$ cat src/rtl/xsr_pkg.sv
package xsr_pkg;

  localparam logic [31:0] XSR_OFS_DONE = 32'h0000_0428;
  localparam logic [31:0] XSR_OFS_LEN  = 32'h0000_044C;
  localparam logic [31:0] XSR_OFS_ID   = 32'h0000_0450;

  typedef enum logic [1:0] {
    SEL_NONE = 2'd0,
    SEL_LEN  = 2'd1,
    SEL_ID   = 2'd2,
    SEL_DONE = 2'd3
  } xsr_sel_e;

  typedef struct packed {
    logic     push;
    logic     pop;
    xsr_sel_e sel;
  } xsr_strobe_t;

endpackage

$ cat src/rtl/xsr_ctrl.sv
module xsr_ctrl
  import xsr_pkg::*;
#(
  parameter int DEPTH  = 8,
  parameter int ID_W   = 5,
  parameter int DONE_W = 16,
  parameter int ADDR_W = 12
) (
  input  logic              clk,
  input  logic              rstN,
  input  logic              endValid,
  input  logic [ID_W-1:0]   endId,
  input  logic              endPartial,
  input  logic              endReport,
  input  logic              rdEn,
  input  logic [ADDR_W-1:0] rdAddr,
  output xsr_strobe_t       strb,
  output logic              notEmpty,
  output logic              ovfFlag,
  output logic [DONE_W-1:0] doneBits
);

  localparam int CNT_W = $clog2(DEPTH + 1);
  localparam logic [CNT_W-1:0] FULL_CNT = CNT_W'(DEPTH);

  logic [CNT_W-1:0]  count;
  logic              isFull;
  logic              hitLen;
  logic              hitId;
  logic              hitDone;
  logic              wantRec;
  logic              ovfSet;
  logic [DONE_W-1:0] setMask;

  assign isFull   = (count == FULL_CNT);
  assign notEmpty = (count != '0);

  always_comb begin
    hitLen  = rdEn && (rdAddr == XSR_OFS_LEN[ADDR_W-1:0]);
    hitId   = rdEn && (rdAddr == XSR_OFS_ID[ADDR_W-1:0]);
    hitDone = rdEn && (rdAddr == XSR_OFS_DONE[ADDR_W-1:0]);
    if (hitLen)       strb.sel = SEL_LEN;
    else if (hitId)   strb.sel = SEL_ID;
    else if (hitDone) strb.sel = SEL_DONE;
    else              strb.sel = SEL_NONE;
    strb.pop  = hitId && notEmpty;
    wantRec   = endValid && endPartial && endReport;
    strb.push = wantRec && (!isFull || strb.pop);
    ovfSet    = wantRec && isFull && !strb.pop;
  end

  always_comb begin
    for (int i = 0; i < DONE_W; i++) begin
      setMask[i] = endValid && ((int'(endId) % DONE_W) == i);
    end
  end

  always_ff @(posedge clk) begin
    if (!rstN) begin
      count    <= '0;
      ovfFlag  <= 1'b0;
      doneBits <= '0;
    end else begin
      count    <= count + CNT_W'(strb.push) - CNT_W'(strb.pop);
      ovfFlag  <= (ovfFlag && !hitDone) || ovfSet;
      doneBits <= (hitDone ? '0 : doneBits) | setMask;
    end
  end

  AST_NO_OVERFLOW: assert property (@(posedge clk) disable iff (!rstN)
    count <= FULL_CNT);
  AST_DROP_FLAGGED: assert property (@(posedge clk) disable iff (!rstN)
    (wantRec && isFull && !strb.pop) |=> (ovfFlag && count == FULL_CNT));
  AST_DONE_SET: assert property (@(posedge clk) disable iff (!rstN)
    endValid |=> (doneBits != '0));
  AST_REC_VISIBLE: assert property (@(posedge clk) disable iff (!rstN)
    strb.push |=> notEmpty);
  AST_POP_SHRINKS: assert property (@(posedge clk) disable iff (!rstN)
    (strb.pop && !strb.push) |=> (count == $past(count) - 1'b1));

endmodule

$ cat src/rtl/xsr_datapath.sv
module xsr_datapath
  import xsr_pkg::*;
#(
  parameter int DEPTH  = 8,
  parameter int ID_W   = 5,
  parameter int LEN_W  = 24,
  parameter int DONE_W = 16
) (
  input  logic              clk,
  input  logic              rstN,
  input  xsr_strobe_t       strb,
  input  logic [ID_W-1:0]   endId,
  input  logic [LEN_W-1:0]  endBytes,
  input  logic              notEmpty,
  input  logic              ovfFlag,
  input  logic [DONE_W-1:0] doneBits,
  output logic [31:0]       rdData
);

  localparam int PTR_W = (DEPTH > 1) ? $clog2(DEPTH) : 1;
  localparam logic [PTR_W-1:0] LAST_SLOT = PTR_W'(DEPTH - 1);

  logic [ID_W-1:0]  idMem  [DEPTH];
  logic [LEN_W-1:0] lenMem [DEPTH];
  logic [PTR_W-1:0] wrPtr;
  logic [PTR_W-1:0] rdPtr;
  logic [31:0]      rdNext;

  function automatic logic [PTR_W-1:0] ptrInc(input logic [PTR_W-1:0] p);
    return (p == LAST_SLOT) ? '0 : p + 1'b1;
  endfunction

  always_ff @(posedge clk) begin
    if (strb.push) begin
      idMem[wrPtr]  <= endId;
      lenMem[wrPtr] <= endBytes;
    end
  end

  always_ff @(posedge clk) begin
    if (!rstN) begin
      wrPtr <= '0;
      rdPtr <= '0;
    end else begin
      if (strb.push) wrPtr <= ptrInc(wrPtr);
      if (strb.pop)  rdPtr <= ptrInc(rdPtr);
    end
  end

  always_comb begin
    rdNext = '0;
    unique case (strb.sel)
      SEL_LEN:  if (notEmpty) rdNext = {{(32-LEN_W){1'b0}}, lenMem[rdPtr]};
      SEL_ID:   if (notEmpty) rdNext = {{(32-ID_W){1'b0}}, idMem[rdPtr]};
      SEL_DONE: rdNext = {notEmpty, ovfFlag, {(30-DONE_W){1'b0}}, doneBits};
      default:  rdNext = '0;
    endcase
  end

  always_ff @(posedge clk) begin
    if (!rstN) rdData <= '0;
    else       rdData <= rdNext;
  end

  AST_EMPTY_READ_ZERO: assert property (@(posedge clk) disable iff (!rstN)
    ((strb.sel == SEL_ID || strb.sel == SEL_LEN) && !notEmpty) |=> (rdData == '0));
  AST_PTR_MATCH: assert property (@(posedge clk) disable iff (!rstN)
    !notEmpty |-> (wrPtr == rdPtr));
  AST_LEN_NO_POP: assert property (@(posedge clk) disable iff (!rstN)
    (strb.sel == SEL_LEN) |=> $stable(rdPtr));

endmodule

$ cat src/rtl/xfer_short_report.sv
module xfer_short_report
  import xsr_pkg::*;
#(
  parameter int DEPTH  = 8,
  parameter int ID_W   = 5,
  parameter int LEN_W  = 24,
  parameter int DONE_W = 16,
  parameter int ADDR_W = 12
) (
  input  logic              clk,
  input  logic              rstN,
  input  logic              endValid,
  input  logic [ID_W-1:0]   endId,
  input  logic [LEN_W-1:0]  endBytes,
  input  logic              endPartial,
  input  logic              endReport,
  input  logic              rdEn,
  input  logic [ADDR_W-1:0] rdAddr,
  output logic [31:0]       rdData
);

  xsr_strobe_t       strb;
  logic              notEmpty;
  logic              ovfFlag;
  logic [DONE_W-1:0] doneBits;

  xsr_ctrl #(
    .DEPTH(DEPTH), .ID_W(ID_W), .DONE_W(DONE_W), .ADDR_W(ADDR_W)
  ) ctrl_i (
    .clk(clk), .rstN(rstN),
    .endValid(endValid), .endId(endId),
    .endPartial(endPartial), .endReport(endReport),
    .rdEn(rdEn), .rdAddr(rdAddr),
    .strb(strb), .notEmpty(notEmpty), .ovfFlag(ovfFlag), .doneBits(doneBits)
  );

  xsr_datapath #(
    .DEPTH(DEPTH), .ID_W(ID_W), .LEN_W(LEN_W), .DONE_W(DONE_W)
  ) data_i (
    .clk(clk), .rstN(rstN), .strb(strb),
    .endId(endId), .endBytes(endBytes),
    .notEmpty(notEmpty), .ovfFlag(ovfFlag), .doneBits(doneBits),
    .rdData(rdData)
  );

endmodule

$ cat config.mk
export PLATFORM = sky130hd
export DESIGN_NAME = xfer_short_report
export DESIGN_NICKNAME = d
export VERILOG_FILES = /design/src/rtl/xsr_pkg.sv /design/src/rtl/xsr_ctrl.sv /design/src/rtl/xsr_datapath.sv /design/src/rtl/xfer_short_report.sv
export SDC_FILE = /design/constraint.sdc
export NUM_CORES = 1
export LEC_CHECK = 0
export CORE_ASPECT_RATIO = 0.6
export CORE_MARGIN = 2
export CORE_UTILIZATION = 50
export CTS_CLUSTER_SIZE = 25
export DETAILED_ROUTE_END_ITERATION = 8
export GPL_TIMING_DRIVEN = 0
export PLACE_DENSITY = 0.77
export SLEW_MARGIN = 20
export SYNTH_ARGS = -nofsm -noshare
export SYNTH_HDL_FRONTEND = slang
export SYNTH_HIERARCHICAL = 1
export SYNTH_SLANG_ARGS = --single-unit
$ cat constraint.sdc
create_clock -name clk -period 13.35 [get_ports clk]
set_input_delay 2.0025 -clock clk [delete_from_list [all_inputs] [get_ports clk]]
set_output_delay 2.0025 -clock clk [all_outputs]
set_load 0.05 [all_outputs]
==> results.md, run 1 <==
- Core footprint: 21,900 µm²
- Maximum clock path buffer count: 3
- Drt pass-1 iters: 5
- Worst path max stage delay: 650 ps
- Worst EP arrival: roughly 5200 ps
- Final hold violation count: 0
- Initial Utilization: 0.507
- Total wire length: 23.6 mm
- EDFF count, synth: about 230
- Async S/R FF share, synth: 0
- Post-CTS Setup Bufs: 0
- Yosys reg bits: about 290
- Post-synth top area share: 0.627
- Relative slew slack: 0.268
- Layout Utilization: 0.612
- CTS Root Cell: clkbuf_16
- Slowest stage cell, crit path: nor3_2
- Post-Syn Area: roughly 11,000 µm²
- Fin worst setup slack: 8370 ps
- CTS sink cnt: 288
- Via count: roughly 6,100
- Fraction of layout cells with a size suffix above 1: 0.186
- Setup TNS: 0 ps
- IO Port Bufs: 72
- GPL Wtd Cong: 0.822
- Final setup viols: 0
- CP Class: in -> reg
- Post_cts resized: 0
- Row cnt: 42
- Final Power: 1.80 mW
- Critical path capture point type: flop
- Die Y: roughly 120 µm
- Main synth FF type: edfxtp_1
- Peak Freq: 201 MHz
- Average wire per standard cell: ~23 µm
- Synth area leaders: edfxtp_1 63%, dfxtp_1 10%, mux4_2 7.7%, mux2i_1 5.8%, ha_1 1.1%
- Synth Warn #: 6
- Initial antenna violation count: 0
- Ports: 79
- H-tree Lvls: 1
- Mapped Avg Cell Area: 18.0 µm²
- CTS clk-pin slew, worst paths: ~70 ps
- Peak supply drop: 0.112 mV
- CTS buffer count: 26
- Max Clock Skew: approximately 7.4 ps
- First-pass GRT wire length: 35.5 mm
- Fin crit share: 0.373
- Worst path required time: 13,570 ps
- Area leader, netlist: edfxtp_1
- Critical path peak fanout: 8
- Crit-path cells: clkdlybuf4s50_1 -> nor4bb_1 -> nand4_1 -> a31oi_1 -> nand2b_1 -> nor3_2 -> buf_6 -> buf_4
- Cells after Synth: 618
- Slew @ Worst Pin: ~1100 ps
- Post-place setup slack: 7910 ps
- Later-pin clock latency in the skew report: 530 ps
- Commonest non-fill, non-tap cell in the layout: edfxtp_1
- Design Area, Final: 13,400 µm²
- Slew Viols, Final: 0
- Die Area: 23,500 µm²
- Max-cap violations: 0
- Post-DRT Antenna Nets: 0
- DR DRC count: 0
- Tightest Hold Check Type: reg -> reg
- Total gr overflow: 0
- Initial drt markers: approximately 560
- Crit start category: primary input
- Most frequent cells in the layout: 232 x edfxtp_1, 72 x clkdlybuf4s50_1, 64 x mux2i_1, 56 x dfxtp_1, 38 x mux4_2
- Hold Buf Count CTS: 0
- Vias in the first global route: 6,031
- Fin nets: 795
- Seq/Total Area, Yosys: 0.728
- Total Routing Usage GR: 0.204
- Area post-placement: 12,500 µm²
- CTS tree: built
- Yosys cell types: 48
- Power per cell area: 134 nW/µm²
- Critical path buffers and inverters: 3
- Leak: 4.35 nW
- Vias per cell: 5.83
- Ant. Diodes: 0
- Chip Width: 196 µm
- Tmin final: 4980 ps
- Largest net degree at the start of global routing: 19
- RSZ-0062 raised after global routing: no
- CP top delay family: simple AND/OR/NAND/NOR gates
- Area Growth Syn to Fin: 20.6%
- Status: finished, final reports clean
- Dpl hpwl: 15.6 mm
final cells by class:
type	instances	area (µm²)
plain buffers	33	256
clock buffers	37	797
clock inverters	11	108
fillers	1519	8510
inverters	8	30.0
multi-input cells	294	2820
flip-flops and latches	288	8090
well taps	286	358
repair buffers	86	950
per-stage QoR:
step / hold WS (ps) / std cells
after CTS: 478 / 1043
after floorplan: 428 / 623
after global routing: 495 / 1043
after global placement: 460 / 981
after detailed placement: 460 / 995
final: 481 / 1043
worst min-delay path, cell delays in order, from the launching register on:
cell     delay [ps]
dfxtp_1         320
nand2_1          60
o21ai_1          50
worst paths after layout:
kind | from | to | slack, ps | cells after the start
setup / recovery | rdAddr[6] | data_i/lenMem[0][0]$_DFFE_PP_ | 8370 | 8
setup reg to reg | ctrl_i/count[2]$_SDFF_PN0_ | data_i/lenMem[0][0]$_DFFE_PP_ | 10060 | 9
hold reg to reg | ctrl_i/doneBits[5]$_SDFF_PN0_ | data_i/rdData[5]$_SDFF_PN0_ | 480 | 2
hold / removal | ctrl_i/doneBits[5]$_SDFF_PN0_ | data_i/rdData[5]$_SDFF_PN0_ | 480 | 2
synth_stat cells (all sizes together), types with 2 or more instances:
| cell | instances |
|---|---|
| a21oi | 2 |
| a22o | 17 |
| a31oi | 6 |
| and2 | 3 |
| and3 | 3 |
| and3b | 2 |
| buf | 27 |
| clkbuf | 6 |
| dfxtp | 56 |
| edfxtp | 232 |
| ha | 10 |
| inv | 8 |
| mux2i | 64 |
| mux4 | 38 |
| nand2 | 19 |
| nand2b | 5 |
| nand3 | 6 |
| nand4b | 3 |
| nand4bb | 2 |
| nor2 | 31 |
| nor2b | 6 |
| nor3 | 20 |
| nor3b | 4 |
| o211ai | 5 |
| o21ai | 19 |
| o22ai | 10 |
logic make-up (layout without fill, tap and decap cells):
kind of cell | count (synthesis) | count (layout) | share of synthesized area
flops | 288 | 288 | 0.728
simple gates | 112 | 112 | 0.0582
xor+xnor | 1 | 1 | 0.000788
other cells | 1 | 6 | 0.000337
fa+ha+maj | 11 | 11 | 0.0131
mux | 102 | 102 | 0.135
buf+inv | 41 | 175 | 0.0258
compound gates | 62 | 62 | 0.0396
layer usage:
| layer | GRT usage | share of wire | vias up |
|---|---|---|---|
| met5 | 0 | 0 | - |
| met4 | 0.0516 | 0.022 | 0 |
| met3 | 0.0422 | 0.081 | 48 |
| met2 | 0.322 | 0.46 | 279 |
| met1 | 0.294 | 0.44 | 3077 |
| li1 | - | - | 2677 |
flip-flops by register name (all words and copies together) (netlist names), named ones only:
name	flops
data_i/lenMem	192
data_i/idMem	40
data_i/rdData	26
ctrl_i/doneBits	16
ctrl_i/count	4
data_i/rdPtr	3
data_i/wrPtr	3
ctrl_i/ovfFlag	1
power by group:
part,leakage (nW),internal [mW],switching (mW)
Clock,0.450,0.455,0.312
Sequential,2.54,0.975,0.00268
Combinational,1.36,0.0234,0.0315
No activity file was read; power rests on OpenSTA's default activity.
==> inputs of run 2 (changes only) <==
PLACE_DENSITY = 0.79   (was 0.77)
clock period = 4.2 ns   (was 13.35 ns; I/O delays follow)
==> run 2 against run 1 <==
Compared with the run above:
- routed wire length grew 3.0%
- die area unchanged
- highest routed layer unchanged
- setup slack lost 7900 ps
==> results.md, run 2 (synthesis gave the netlist of run 1 again) <==
- Top reg by flops: data_i/lenMem (unchanged)
- Tmin final: ~3800 ps
- Initial drt markers: 695 (was 563)
- CP Class: in -> reg (unchanged)
- Ant. Diodes: 0 (unchanged)
- Filler instances: 1,553 (was 1,519)
- Later-pin clock latency in the skew report: 520 ps (was 530 ps)
- Crit-path cells: clkdlybuf4s50_1 -> nor4bb_1 -> nand4_1 -> a31oi_1 -> nand2_1 -> nor3_4 -> buf_8 -> buf_8 (was clkdlybuf4s50_1 -> nor4bb_1 -> nand4_1 -> a31oi_1 -> nand2b_1 -> nor3_2 -> buf_6 -> buf_4)
- H-tree Lvls: 1 (unchanged)
- Peak Freq: 265 MHz
- R2r setup slk: 750 ps (was 10,060 ps)
- Max-cap violations: 0 (unchanged)
- CTS clk-pin slew, worst paths: 60 ps (was 70 ps)
- Post-CTS Setup Bufs: 0 (unchanged)
- Max Clock Skew: 17.0 ps (was 7.37 ps)
- Core footprint: 21,900 µm² (unchanged)
- Worst EP arrival: 3990 ps (was 5210 ps)
- Ports: 79 (unchanged)
- Most frequent cells in the layout: 232 x edfxtp_1, 72 x clkdlybuf4s50_1, 64 x mux2i_1, 56 x dfxtp_1, 38 x mux4_2 (unchanged)
- Critical path buffers and inverters: 3 (unchanged)
- Critical path startpoint: rdAddr[6] (unchanged)
- IO Port Bufs: 72 (unchanged)
- CTS Root Cell: clkbuf_16 (unchanged)
- CTS tree: built (unchanged)
- Tightest Hold Check Type: reg -> reg (unchanged)
- Setup TNS: 0 ps (unchanged)
- CTS sink cnt: 288 (unchanged)
- Commonest non-fill, non-tap cell in the layout: edfxtp_1 (unchanged)
- Design Area, Final: 13,300 µm² (was 13,400 µm²)
- Final Power: 5.60 mW (was 1.80 mW)
- Dpl hpwl: 15.8 mm (was 15.6 mm)
- Chip Width: 196 µm (unchanged)
- Post_cts resized: 0 (unchanged)
- GPL Wtd Cong: 0.817 (was 0.822)
- Leak: 4.29 nW (was 4.35 nW)
- Fin crit share: 0.898
- Area Growth Syn to Fin: 19.9% (was 20.6%)
- Fraction of layout cells with a size suffix above 1: 0.177 (was 0.186)
- Die Y: 119 µm (unchanged)
- Largest net degree at the start of global routing: 21 (was 19)
- Status: finished, final reports clean (unchanged)
- Most Frequent Cell on Critical Path: buf_8
- Critical path capture point type: flop (unchanged)
- Critical Path Sink: data_i/lenMem[1][11]$_DFFE_PP_ (was data_i/lenMem[0][0]$_DFFE_PP_)
- Layout Utilization: 0.608 (was 0.612)
- Hold Buf Count CTS: 0 (unchanged)
- Fin nets: 790 (was 795)
- Initial antenna violation count: 0 (unchanged)
- R2r startpoint: ctrl_i/count[2]$_SDFF_PN0_ (unchanged)
- RSZ-0062 raised after global routing: no (unchanged)
- Post-DRT Antenna Nets: 0 (unchanged)
- WHS: 465 ps (was 481 ps)
- Row cnt: 42 (unchanged)
- Total wire length: 24.3 mm (was 23.6 mm)
- R2R Path End: data_i/lenMem[1][11]$_DFFE_PP_ (was data_i/lenMem[0][0]$_DFFE_PP_)
- Slew @ Worst Pin: 893 ps (was 1090 ps)
- Vias per cell: 5.76 (was 5.83)
- Biggest regs: data_i/lenMem (192), data_i/idMem (40), data_i/rdData (26) (unchanged)
- Slowest stage cell, crit path: a31oi_1 (was nor3_2)
- Final setup viols: 0 (unchanged)
- Crit path depth: 8 (unchanged)
- Maximum clock path buffer count: 3 (unchanged)
- CP top delay family: simple AND/OR/NAND/NOR gates (unchanged)
- Max reg flops: 192 (unchanged)
- First-pass GRT wire length: 36.6 mm (was 35.5 mm)
- Power per cell area: 421 nW/µm² (was 134 nW/µm²)
- Reg2Reg Depth: 9 (unchanged)
- Vias in the first global route: 6,099 (was 6,031)
- Total gr overflow: 0 (unchanged)
- Via count: 5,967 (was 6,081)
- Final hold violation count: 0 (unchanged)
- DR DRC count: 0 (unchanged)
- Area post-placement: 12,500 µm² (about the same)
- Die Area: 23,500 µm² (unchanged)
- Worst path required time: 4420 ps (was 13,570 ps)
- Average wire per standard cell: 23.5 µm (was 22.7 µm)
- Total Routing Usage GR: 0.210 (was 0.204)
- Critical path peak fanout: 11 (was 8)
- Peak supply drop: 0.319 mV (was 0.112 mV)
- Crit start category: primary input (unchanged)
- Drt pass-1 iters: 4 (was 5)
- CTS buffer count: 25 (was 26)
- Worst path max stage delay: 630 ps (was 650 ps)
- Initial Utilization: 0.507 (unchanged)
- Relative slew slack: 0.398 (was 0.268)
- Slew Viols, Final: 0 (unchanged)
run 2: cell count changes in the layout (fill, tap and decap cells not counted), sizes merged:
cell    before  now
bufinv       2    3
clkinv       8   10
clkbuf      43   37
buf         41   37
run 2: stage by stage:
stage / worst slack [ps] / instances
2_1_floorplan: 749 / 623
3_3_place_gp: -1450 / 981
3_5_place_dp: -51.9 / 991
4_1_cts: 476 / 1036
5_1_grt: 186 / 1036
6_report: 428 / 1036
run 2: worst min-delay path by stage:
stage	from	end	slack (ps)	cells after the start
floorplan	ctrl_i/doneBits[9]$_SDFF_PN0_	data_i/rdData[9]$_SDFF_PN0_	430	2
global placement	ctrl_i/ovfFlag$_SDFF_PN0_	data_i/rdData[30]$_SDFF_PN0_	450	1
detailed placement	ctrl_i/ovfFlag$_SDFF_PN0_	data_i/rdData[30]$_SDFF_PN0_	450	1
CTS	ctrl_i/ovfFlag$_SDFF_PN0_	data_i/rdData[30]$_SDFF_PN0_	470	1
global route	ctrl_i/ovfFlag$_SDFF_PN0_	data_i/rdData[30]$_SDFF_PN0_	480	1
finish	ctrl_i/ovfFlag$_SDFF_PN0_	data_i/rdData[30]$_SDFF_PN0_	460	1
run 2: per-layer routing:
| metal | GRT usage | share of wire | vias up |
|---|---|---|---|
| li1 | - | - | 2649 |
| met1 | 0.310 | 0.44 | 3054 |
| met2 | 0.338 | 0.47 | 230 |
| met3 | 0.0332 | 0.072 | 34 |
| met4 | 0.0398 | 0.014 | 0 |
| met5 | 0 | 0 | - |
run 2: worst register-to-register path, delay by kind of cell (launching register included):
family / cells / cell delay [ps]
flops: 1 / 320
buf+inv: 3 / 530
compound gates: 1 / 630
fa+ha+maj: 1 / 240
simple gates: 4 / 1440
run 2: area by class of cell:
cell class	instances	area, µm²	share of cell area
Sequential cell	288	8090	0.607
Multi-Input combinational cell	294	2830	0.212
Buffer	33	256	0.0193
Tap cell	286	358	0.0269
Inverter	8	30.0	0.00225
Timing Repair Buffer	82	933	0.0701
Clock inverter	14	143	0.0107
Clock buffer	31	688	0.0516
run 2: where the power goes:
group,total [mW],internal [mW],switching [mW]
clock,2.32,1.34,0.976
sequential,3.11,3.10,0.00918
combinational,0.177,0.0764,0.101
